**config.mk**
```make
export PLATFORM = sky130hd
export DESIGN_NAME = pll_lock_filter
export DESIGN_NICKNAME = d
export VERILOG_FILES = /design/src/rtl/pll_lock_pkg.sv /design/src/rtl/pll_lock_edge.sv /design/src/rtl/pll_lock_decim.sv /design/src/rtl/pll_lock_meas.sv /design/src/rtl/pll_lock_flt.sv /design/src/rtl/pll_lock_filter.sv
export SDC_FILE = /design/constraint.sdc
export NUM_CORES = 1
export LEC_CHECK = 0
export ABC_AREA = 1
export CAP_MARGIN = 15
export CORE_ASPECT_RATIO = 0.9
export CORE_MARGIN = 5
export CORE_UTILIZATION = 62
export DETAILED_ROUTE_END_ITERATION = 8
export PLACE_DENSITY = 0.82
export SLEW_MARGIN = 20
export SYNTH_ARGS = -nofsm -noshare
export SYNTH_HDL_FRONTEND = slang
export SYNTH_SLANG_ARGS = --single-unit
export TNS_END_PERCENT = 30
```
**constraint.sdc**
```tcl
create_clock -name clk_i -period 3.3 [get_ports clk_i]
set_input_delay 0.33 -clock clk_i [delete_from_list [all_inputs] [get_ports clk_i]]
set_output_delay 0.33 -clock clk_i [all_outputs]
set_load 0.1 [all_outputs]
```
**src/rtl/pll_lock_pkg.sv**
```systemverilog
`timescale 1ns/1ps
package pll_lock_pkg;

   typedef enum logic {
      MS_IDLE = 1'b0,
      MS_WAIT = 1'b1
   } meas_state_e;

   typedef struct packed {
      logic vld;
      logic good;
   } lock_sample_t;

endpackage

```
**src/rtl/pll_lock_edge.sv**
```systemverilog
`timescale 1ns/1ps
module pll_lock_edge #(
   parameter bit LEAD_RISE = 1'b1
) (
   input  logic clk_i,
   input  logic rst_ni,
   input  logic sig_i,
   output logic edge_o
);

   logic prev_q;

   always_ff @(posedge clk_i or negedge rst_ni) begin
      if (!rst_ni) prev_q <= LEAD_RISE ? 1'b0 : 1'b1;
      else         prev_q <= sig_i;
   end

   // The leading edge polarity is chosen at elaboration.
   generate
      if (LEAD_RISE) begin : g_rise
         assign edge_o = sig_i & ~prev_q;
      end else begin : g_fall
         assign edge_o = ~sig_i & prev_q;
      end
   endgenerate

endmodule

```
**src/rtl/pll_lock_decim.sv**
```systemverilog
`timescale 1ns/1ps
module pll_lock_decim #(
   parameter int unsigned DECIM = 64
) (
   input  logic clk_i,
   input  logic rst_ni,
   input  logic ref_edge_i,
   output logic fire_o
);

   localparam int unsigned CW = (DECIM > 1) ? $clog2(DECIM) : 1;
   localparam bit          POW2 = ((DECIM & (DECIM - 1)) == 0);
   localparam logic [CW-1:0] LAST = CW'(DECIM - 1);

   logic [CW-1:0] cnt_q;

   assign fire_o = ref_edge_i && (cnt_q == LAST);

   // A power-of-two interval wraps for free. Other intervals compare and clear.
   generate
      if (POW2) begin : g_wrap
         always_ff @(posedge clk_i or negedge rst_ni) begin
            if (!rst_ni)         cnt_q <= '0;
            else if (ref_edge_i) cnt_q <= cnt_q + 1'b1;
         end
      end else begin : g_cmp
         always_ff @(posedge clk_i or negedge rst_ni) begin
            if (!rst_ni)         cnt_q <= '0;
            else if (ref_edge_i) cnt_q <= (cnt_q == LAST) ? '0 : cnt_q + 1'b1;
         end
      end
   endgenerate

   // after a measurement fires, counting restarts at zero
   p_fire_wrap_r1: assert property (@(posedge clk_i) disable iff (!rst_ni)
      fire_o |=> (cnt_q == '0));

endmodule

```
**src/rtl/pll_lock_meas.sv**
```systemverilog
`timescale 1ns/1ps
module pll_lock_meas
   import pll_lock_pkg::*;
#(
   parameter int unsigned WIN_CYC     = 2,
   parameter int unsigned REF_TMO_CYC = 256
) (
   input  logic         clk_i,
   input  logic         rst_ni,
   input  logic         ref_edge_i,
   input  logic         fb_edge_i,
   input  logic         fire_i,
   output lock_sample_t smp_o
);

   localparam int unsigned SW = $clog2(WIN_CYC + 1);
   localparam int unsigned GW = $clog2(REF_TMO_CYC);
   localparam logic [SW-1:0] WIN_V = SW'(WIN_CYC);
   localparam logic [GW-1:0] GAP_LAST = GW'(REF_TMO_CYC - 1);

   meas_state_e  st_q, st_d;
   logic [SW-1:0] since_fb_q;   // distance to the last feedback edge, saturating
   logic [SW-1:0] k_q, k_d;     // clocks elapsed since the measured reference edge
   logic [GW-1:0] gap_q;        // clocks with no reference edge
   logic          done, done_good, tmo;
   lock_sample_t  smp_q;

   // Tracks how long ago a feedback edge was seen, for the leading case.
   always_ff @(posedge clk_i or negedge rst_ni) begin
      if (!rst_ni)               since_fb_q <= WIN_V;
      else if (fb_edge_i)        since_fb_q <= SW'(1);
      else if (since_fb_q < WIN_V) since_fb_q <= since_fb_q + 1'b1;
   end

   // Reference-loss timer.
   assign tmo = !ref_edge_i && (gap_q == GAP_LAST);

   always_ff @(posedge clk_i or negedge rst_ni) begin
      if (!rst_ni)         gap_q <= '0;
      else if (ref_edge_i) gap_q <= '0;
      else if (tmo)        gap_q <= '0;
      else                 gap_q <= gap_q + 1'b1;
   end

   // Measurement state machine.
   always_comb begin
      st_d      = st_q;
      k_d       = k_q;
      done      = 1'b0;
      done_good = 1'b0;
      unique case (st_q)
         MS_IDLE: begin
            if (fire_i) begin
               if (fb_edge_i || (since_fb_q < WIN_V)) begin
                  done      = 1'b1;
                  done_good = 1'b1;
               end else begin
                  st_d = MS_WAIT;
                  k_d  = SW'(1);
               end
            end
         end
         MS_WAIT: begin
            if (k_q >= WIN_V) begin
               done = 1'b1;
               st_d = MS_IDLE;
            end else if (fb_edge_i) begin
               done      = 1'b1;
               done_good = 1'b1;
               st_d      = MS_IDLE;
            end else begin
               k_d = k_q + 1'b1;
            end
         end
         default: st_d = MS_IDLE;
      endcase
   end

   always_ff @(posedge clk_i or negedge rst_ni) begin
      if (!rst_ni) begin
         st_q  <= MS_IDLE;
         k_q   <= '0;
         smp_q <= '0;
      end else begin
         st_q       <= st_d;
         k_q        <= k_d;
         smp_q.vld  <= done | tmo;
         smp_q.good <= done & done_good & ~tmo;
      end
   end

   assign smp_o = smp_q;

   // a lagging search never runs past the window
   p_wait_bound_r2: assert property (@(posedge clk_i) disable iff (!rst_ni)
      (st_q == MS_WAIT) |-> (k_q <= WIN_V));

   // a silent reference yields a failed sample
   p_tmo_bad_r5: assert property (@(posedge clk_i) disable iff (!rst_ni)
      (!ref_edge_i && gap_q == GAP_LAST) |=> (smp_o.vld && !smp_o.good));

endmodule

```
**src/rtl/pll_lock_flt.sv**
```systemverilog
`timescale 1ns/1ps
module pll_lock_flt
   import pll_lock_pkg::*;
#(
   parameter int unsigned RUN_LEN = 4
) (
   input  logic         clk_i,
   input  logic         rst_ni,
   input  lock_sample_t smp_i,
   output logic         locked_o
);

   localparam int unsigned RW = $clog2(RUN_LEN + 1);
   localparam logic [RW-1:0] RUN_V  = RW'(RUN_LEN);
   localparam logic [RW-1:0] RUN_M1 = RW'(RUN_LEN - 1);

   logic [RW-1:0] run_q;
   logic          lk_q;
   logic          s_vld, s_good;

   assign s_vld  = smp_i.vld;
   assign s_good = smp_i.good;

   always_ff @(posedge clk_i or negedge rst_ni) begin
      if (!rst_ni) begin
         run_q <= '0;
         lk_q  <= 1'b0;
      end else if (s_vld) begin
         if (s_good) begin
            if (run_q != RUN_V) run_q <= run_q + 1'b1;
            if (run_q >= RUN_M1) lk_q <= 1'b1;
         end else begin
            run_q <= '0;
            lk_q  <= 1'b0;
         end
      end
   end

   assign locked_o = lk_q;

   // the run counter never exceeds its saturation value
   p_run_sat_r3: assert property (@(posedge clk_i) disable iff (!rst_ni)
      run_q <= RUN_V);

   // lock is gained only on an in-window sample completing a run
   p_lock_rise_r3: assert property (@(posedge clk_i) disable iff (!rst_ni)
      $rose(lk_q) |-> ($past(s_vld) && $past(s_good) && $past(run_q) >= RUN_M1));

   // one failed sample drops lock on the next clock
   p_bad_clears_r4: assert property (@(posedge clk_i) disable iff (!rst_ni)
      (s_vld && !s_good) |=> (!lk_q && run_q == '0));

endmodule

```
**src/rtl/pll_lock_filter.sv**
```systemverilog
`timescale 1ns/1ps
module pll_lock_filter
   import pll_lock_pkg::*;
#(
   parameter int unsigned DECIM       = 64,
   parameter int unsigned WIN_CYC     = 2,
   parameter int unsigned RUN_LEN     = 4,
   parameter int unsigned REF_TMO_CYC = 256,
   parameter bit          LEAD_RISE   = 1'b1
) (
   input  logic clk_i,
   input  logic rst_ni,
   input  logic ref_i,
   input  logic fb_i,
   input  logic ld_sel_i,
   output logic lock_o
);

   generate
      if (DECIM < 2) begin : g_bad_decim
         $error("pll_lock_filter: DECIM must be at least 2");
      end
      if (WIN_CYC < 1) begin : g_bad_win
         $error("pll_lock_filter: WIN_CYC must be at least 1");
      end
      if (RUN_LEN < 1) begin : g_bad_run
         $error("pll_lock_filter: RUN_LEN must be at least 1");
      end
      if (REF_TMO_CYC <= 2 * WIN_CYC) begin : g_bad_tmo
         $error("pll_lock_filter: REF_TMO_CYC must exceed twice WIN_CYC");
      end
   endgenerate

   logic         ref_edge, fb_edge, fire, locked;
   lock_sample_t smp;

   pll_lock_edge #(.LEAD_RISE(LEAD_RISE)) u_ref_edge (
      .clk_i (clk_i), .rst_ni(rst_ni), .sig_i(ref_i), .edge_o(ref_edge));

   pll_lock_edge #(.LEAD_RISE(LEAD_RISE)) u_fb_edge (
      .clk_i (clk_i), .rst_ni(rst_ni), .sig_i(fb_i), .edge_o(fb_edge));

   pll_lock_decim #(.DECIM(DECIM)) u_decim (
      .clk_i (clk_i), .rst_ni(rst_ni), .ref_edge_i(ref_edge), .fire_o(fire));

   pll_lock_meas #(.WIN_CYC(WIN_CYC), .REF_TMO_CYC(REF_TMO_CYC)) u_meas (
      .clk_i     (clk_i),
      .rst_ni    (rst_ni),
      .ref_edge_i(ref_edge),
      .fb_edge_i (fb_edge),
      .fire_i    (fire),
      .smp_o     (smp));

   pll_lock_flt #(.RUN_LEN(RUN_LEN)) u_flt (
      .clk_i   (clk_i),
      .rst_ni  (rst_ni),
      .smp_i   (smp),
      .locked_o(locked));

   assign lock_o = ld_sel_i & locked;

   // once locked, a masked output reappears when the select returns
   p_unmask_r6: assert property (@(posedge clk_i) disable iff (!rst_ni)
      (locked && !ld_sel_i && !smp.vld) |=> (locked || smp.vld));

endmodule

```
==> results by group, run 1 <==
GRT
  – Vias in the first global route: 945
  – Largest net degree at the start of global routing: 28
  – First-pass GRT wire length: 3.88 mm
  – Initial antenna violation count: 0
  – GRT Util Overall: 0.162
  – GRT overflow: 0

Layout
  – Final core occ: 0.683
  – Area Overhead vs Synth: 8.73%
  – Fill cells: 171
  – ANT cells: 0
  – Commonest non-fill, non-tap cell in the layout: nand2_1
  – Share of cells above drive strength 1: 0.0778
  – FF+latch area: 677 sq um
  – Net count, final: 179
  – Commonest cells after routing, fill and taps aside: 34 x nand2_1, 27 x inv_1, 26 x dfrtp_1
  – Area of the multi-input gates: 547 sq um

Timing
  – Clock skew: 0.00338 ns
  – Hold Slack: 0.338 ns
  – Pins Over Slew Limit: 0
  – RSZ-0062 raised after global routing: no
  – Tightest Pin Transition: 0.327 ns
  – Hold Fails Final Rpt: 0
  – Tmin final: 1.49 ns
  – Final worst-path cycle share: 0.452
  – Setup TNS: 0 ns
  – Max Freq: 670 MHz
  – Worst rel slew slack: 0.782
  – Setup violations, final: 0

Worst setup path
  – Crit path buf inv count: 3
  – Worst path required time: 2.97 ns
  – Largest delay share family, worst path: buffers and inverters
  – CP max FO: 1
  – Reg-to-Reg Start: u_meas.k_q[0]
  – Crit. End Element: primary output
  – Critical Path, Cell by Cell: clkdlybuf4s50_1 > nand2_1 > inv_1 > buf_4
  – Worst setup SP type: primary input
  – Critical path class: primary input to primary output
  – Critical Path Start: ld_sel_i
  – Critical Path Slowest Stage Cell: clkdlybuf4s50_1
  – Reg-to-Reg End: u_meas.k_q[0]
  – Critical Path AT: 1.16 ns
  – R2R cell count: 8
  – Slowest stage delay, CP: 0.46 ns
  – FF-to-FF setup slack: 1.93 ns

Route
  – Initial DRT Pass Iterations: 4
  – Antenna viol nets, final: 0
  – Post-DR wirelength/cell: 11.0 um
  – Initial DRC Count: 27
  – Vias: 994
  – Via density: 5.12
  – Detailed Route WL: 2.14 mm
  – DRC viols: 0

Die
  – Chip Width: 58.9 um
  – DIE AREA: 3180 sq um
  – Initial Utilization: 0.628
  – Core ar.: 2120 sq um
  – Rows: 16
  – Chip Height: 54.0 um
  – # IOs: 6

Synth
  – Yosys warning total: 0
  – Netlist Area Pre-Place: 1330 sq um
  – Yosys top cell by area: dfrtp_1
  – Flops & latches, synth: 27
  – Synth top area share: 0.488
  – Synth top area cells: dfrtp_1 49%, nand2_1 9.6%, inv_1 7.6%, ha_1 5.6%, nor2_1 5.6%
  – Syn Inst Count: 157
  – Sequential-to-total area share from yosys stat: 0.508
  – Syn_area_per_cell: 8.49 sq um
  – Syn nets: 168
  – Yosys cell types: 22

Power
  – Overall power: 0.000712 W
  – Leakage: 0.780 nW
  – Power Density: 492 nW/um^2
  – Maximum VDD drop: 0.424 mV

Clocking
  – CTS Buffer Depth: 2
  – Clock buffer count from CTS: 3
  – Clock latency at the later pin of the worst-skew pair: 0.33 ns
  – H-tree Lvls: 1
  – Clock-pin slew on the worst setup and hold paths: 0.14 ns
  – CTS tree: built
  – CTS sink count: 27
  – Post-CTS Setup Repair Bufs: 0
  – CTS resizes: 0
  – Root Driver: clkbuf_4
  – Hold Buf Count CTS: 0

Placement
  – I/O Buffers: 5
  – Final Wtd Congestion: 0.785
  – DP Wirelength: 1.63 mm

Worst hold path
  – Worst Hold Class: primary input to asynchronous set/reset pin

Run status
  – Outcome: finished clean

Flow run
  – Number of max-cap violations: 0
[state kept, by name (all words and copies together) (netlist names)]
register           cells
u_meas.gap_q           8
u_decim.cnt_q          6
u_flt.run_q            3
u_meas.k_q             2
u_meas.since_fb_q      2
u_meas.smp_o           2
u_fb_edge.prev_q       1
u_flt.locked_o         1
u_meas.st_q            1
u_ref_edge.prev_q      1
[report_power, final]
group	internal, W	switching (W)
Sequential	0.000387	0.0000485
Combinational	0.0000571	0.0000775
Clock	0.0000456	0.0000971
[cell usage after synthesis (all sizes together)]
library cell  number
a21oi              4
dfrtp             26
dfstp              1
ha                 6
inv               29
nand2             35
nand3             11
nand3b             1
nand4              4
nor2              22
nor3               1
nor3b              1
o21ai              8
o22ai              1
or2                1
xnor2              3
xor2               3
[layer usage]
layer,GRT usage,part of all wire,vias to the layer above
met1,0.203,0.48,466
met4,0.0604,0.016,0
met2,0.267,0.48,12
met3,0.0456,0.032,6
li1,-,-,510
met5,0,0,-
[stage by stage]
step	instances	area (sq um)	worst slack, ns
after floorplan	157	1330	2.02
after global placement	190	1420	1.78
after detailed placement	190	1420	1.75
after CTS	194	1450	1.81
after global routing	194	1450	1.78
final	194	1450	1.81
[cells by family after synthesis]
kind of cell,synth area share
XOR/XNOR,0.0394
AND/OR/NAND/NOR,0.265
buffers and inverters,0.0817
flip-flops,0.508
AO/OA/AOI/OAI,0.0498
adder cells (fa/ha/maj),0.0563
[layout make-up]
class | count | share of cell area
sequential | 27 | 0.467
multi-input combinational | 101 | 0.377
inverter | 29 | 0.0751
timing repair buffer | 6 | 0.0380
tap | 27 | 0.0233
clock buffer | 3 | 0.0155
clock inverter | 1 | 0.00345
[worst max path at each step]
| stage | end | slack [ns] | cells past startpoint |
|---|---|---|---|
| after floorplan | lock_o | 2.02 | 2 |
| after global placement | u_meas.k_q[0] | 1.78 | 8 |
| after detailed placement | u_decim.cnt_q[4] | 1.75 | 6 |
| after CTS | lock_o | 1.81 | 4 |
| after global routing | u_meas.k_q[0] | 1.78 | 8 |
| final | lock_o | 1.81 | 4 |
(Power assumes the default switching activity.)
==> inputs of run 2 (changes only) <==
--- a/config.mk
+++ b/config.mk
@@ -9,9 +9,9 @@
 export CAP_MARGIN = 15
 export CORE_ASPECT_RATIO = 0.9
 export CORE_MARGIN = 5
-export CORE_UTILIZATION = 62
+export CORE_UTILIZATION = 58
 export DETAILED_ROUTE_END_ITERATION = 8
-export PLACE_DENSITY = 0.82
+export PLACE_DENSITY = 0.78
 export SLEW_MARGIN = 20
 export SYNTH_ARGS = -nofsm -noshare
 export SYNTH_HDL_FRONTEND = slang
==> constraint.sdc (replaced) <==
create_clock -name clk_i -period 1.5 [get_ports clk_i]
set_input_delay 0.15 -clock clk_i [delete_from_list [all_inputs] [get_ports clk_i]]
set_output_delay 0.15 -clock clk_i [all_outputs]
set_load 0.1 [all_outputs]
==> run 2 against run 1 <==
Compared with the run above:
- core utilization shrank 1.3 points
- clock skew is 0.0028 ns higher
- total power grew 120%
- sequential power up 120%
- first-iteration DRC count up 52%
- highest routed layer unchanged
- setup slack worse by 1.7 ns
- critical path depth is 4 higher
- critical path type is now flip-flop to flip-flop
- die area up 5.7%
==> results by group, run 2 (synthesis results as in run 1) <==
Worst hold path
  – Worst Hold Class: primary input to asynchronous set/reset pin

Worst setup path
  – Slowest stage delay, CP: 0.40 ns (-0.06 ns)
  – Crit path buf inv count: 1 (-2)
  – Worst path most repeated cell: nand2_1
  – CP max FO: 4 (+3)
  – Critical path class: flip-flop to flip-flop
  – Crit. End Element: flip-flop
  – Critical Path AT: 1.63 ns (+0.47 ns)
  – Critical Path, Cell by Cell: inv_1 > ha_1 > or2_1 > nor2_2 > nand2_1 > nand2_1 > nand2_1 > nand2_1
  – Largest delay share family, worst path: simple AND/OR/NAND/NOR gates
  – Critical Path Slowest Stage Cell: dfrtp_1
  – Worst setup SP type: flip-flop
  – Worst path required time: 1.77 ns (-1.20 ns)

Route
  – Vias: 994 (unchanged)
  – Via density: 5.12 (unchanged)
  – Post-DR wirelength/cell: 11.0 um (-0.37%)
  – Antenna viol nets, final: 0 (unchanged)
  – Detailed Route WL: 2.13 mm (-0.37%)
  – Initial DRC Count: 41 (+52%)
  – DRC viols: 0 (unchanged)
  – Initial DRT Pass Iterations: 4 (unchanged)

Layout
  – Fill cells: 178 (+4.1%)
  – Share of cells above drive strength 1: 0.0778 (unchanged)
  – Net count, final: 179 (unchanged)
  – Area Overhead vs Synth: 9.67%
  – ANT cells: 0 (unchanged)
  – Commonest non-fill, non-tap cell in the layout: nand2_1
  – Largest registers: u_meas.gap_q (8), u_decim.cnt_q (6), u_flt.run_q (3)
  – Top reg by flops: u_meas.gap_q
  – Finished Layout Cells: 194 (unchanged)
  – Commonest cells after routing, fill and taps aside: 34 x nand2_1, 27 x inv_1, 26 x dfrtp_1
  – Max FFs per register: 8 (unchanged)

Die
  – DIE AREA: 3360 sq um (+5.7%)
  – Core ar.: 2180 sq um (+2.8%)
  – Rows: 16 (unchanged)
  – Chip Width: 60.5 um (+2.8%)
  – Chip Height: 55.5 um (+2.8%)
  – # IOs: 6 (unchanged)
  – Initial Utilization: 0.611 (-0.0173)

Power
  – Maximum VDD drop: 0.875 mV (+110%)
  – Leakage: 0.783 nW (+0.34%)
  – Power Density: 1080 nW/um^2 (+120%)

Clocking
  – Root Driver: clkbuf_4
  – Hold Buf Count CTS: 0 (unchanged)
  – CTS Buffer Depth: 2 (unchanged)
  – Clock latency at the later pin of the worst-skew pair: 0.32 ns (about the same)
  – CTS sink count: 27 (unchanged)
  – Post-CTS Setup Repair Bufs: 0 (unchanged)
  – H-tree Lvls: 1 (unchanged)
  – Clock buffer count from CTS: 3 (unchanged)
  – Clock-pin slew on the worst setup and hold paths: 0.15 ns (about the same)
  – CTS tree: built
  – CTS resizes: 0 (unchanged)

Timing
  – Max Freq: 734 MHz
  – Tightest Pin Transition: 0.329 ns (+0.00119 ns)
  – Pins Over Slew Limit: 0 (unchanged)
  – Clock skew: 0.00614 ns (+0.00276 ns)
  – Setup TNS: 0 ns (unchanged)
  – Tmin final: 1.36 ns
  – Final worst-path cycle share: 0.908
  – Hold Fails Final Rpt: 0 (unchanged)
  – Worst rel slew slack: 0.781 (-0.000796)
  – RSZ-0062 raised after global routing: no
  – Setup violations, final: 0 (unchanged)

Placement
  – I/O Buffers: 5 (unchanged)
  – DP Wirelength: 1.64 mm (+1.0%)
  – Dpl cells: 190 (unchanged)
  – Final Wtd Congestion: 0.802 (+2.1%)

GRT
  – GRT Util Overall: 0.146 (-0.0157)
  – GRT overflow: 0 (unchanged)
  – Initial antenna violation count: 0 (unchanged)
  – First-pass GRT wire length: 3.91 mm (+0.54%)
  – Largest net degree at the start of global routing: 28 (unchanged)
  – Vias in the first global route: 970 (+2.6%)

Flow run
  – Number of max-cap violations: 0 (unchanged)

Run status
  – Outcome: finished clean
## run 2: routing by layer
layer	wire [um]	vias to the layer above	global-route usage
met5	0	-	0
met4	13	0	0.0248
met3	77	2	0.0443
met2	1100	13	0.239
met1	943	466	0.192
li1	-	513	-
## run 2: where the power goes
part	switching (W)	total (W)	internal (W)
Sequential	0.000115	0.000966	0.000851
Clock	0.000212	0.000312	0.000100
Combinational	0.000172	0.000299	0.000126
## run 2: layout make-up
type	count	area (sq um)	area share
Sequential cell	27	677	0.463
Multi-Input combinational cell	101	547	0.374
Inverter	29	109	0.0745
Timing Repair Buffer	6	67.6	0.0462
Tap cell	27	33.8	0.0231
Clock buffer	3	22.5	0.0154
Clock inverter	1	5.00	0.00342
## run 2: worst paths after layout
kind / startpoint / slack (ns) / cells after the start / to
max in group asynchronous: rst_ni / 1.03 / 2 / u_meas.since_fb_q[1]
worst max register to register: u_meas.k_q[0] / 0.14 / 8 / u_meas.k_q[0]
worst max-delay path: u_meas.k_q[0] / 0.14 / 8 / u_meas.k_q[0]
worst min-delay path: rst_ni / 0.16 / 2 / u_meas.gap_q[7]
min in group clk_i: fb_i / 0.31 / 1 / u_fb_edge.prev_q
worst min register to register: u_meas.smp_o[1] / 0.47 / 1 / u_flt.locked_o
## run 2: through the flow
step | power, W | util | instance area, sq um | hold WS (ns) | setup slack, ns
3_3_place_gp | 0.00125 | 0.657 | 1430 | 0.465 | 0.183
5_1_grt | 0.00168 | 0.670 | 1460 | 0.182 | 0.0230
4_1_cts | 0.00159 | 0.670 | 1460 | 0.180 | 0.144
2_1_floorplan | 0.00118 | - | 1330 | -0.146 | 0.291
6_report | 0.00158 | 0.670 | 1460 | 0.165 | 0.138
3_5_place_dp | 0.00128 | 0.657 | 1430 | 0.466 | 0.103
==> inputs of run 3 (changes only) <==
--- a/config.mk
+++ b/config.mk
@@ -10,6 +10,7 @@
 export CORE_ASPECT_RATIO = 0.9
 export CORE_MARGIN = 5
 export CORE_UTILIZATION = 58
+export CTS_CLUSTER_DIAMETER = 80
 export DETAILED_ROUTE_END_ITERATION = 8
 export PLACE_DENSITY = 0.78
 export SLEW_MARGIN = 20
==> results of run 3 <==
Same layout as run 2: the final DEF is identical, and so are final timing and power.
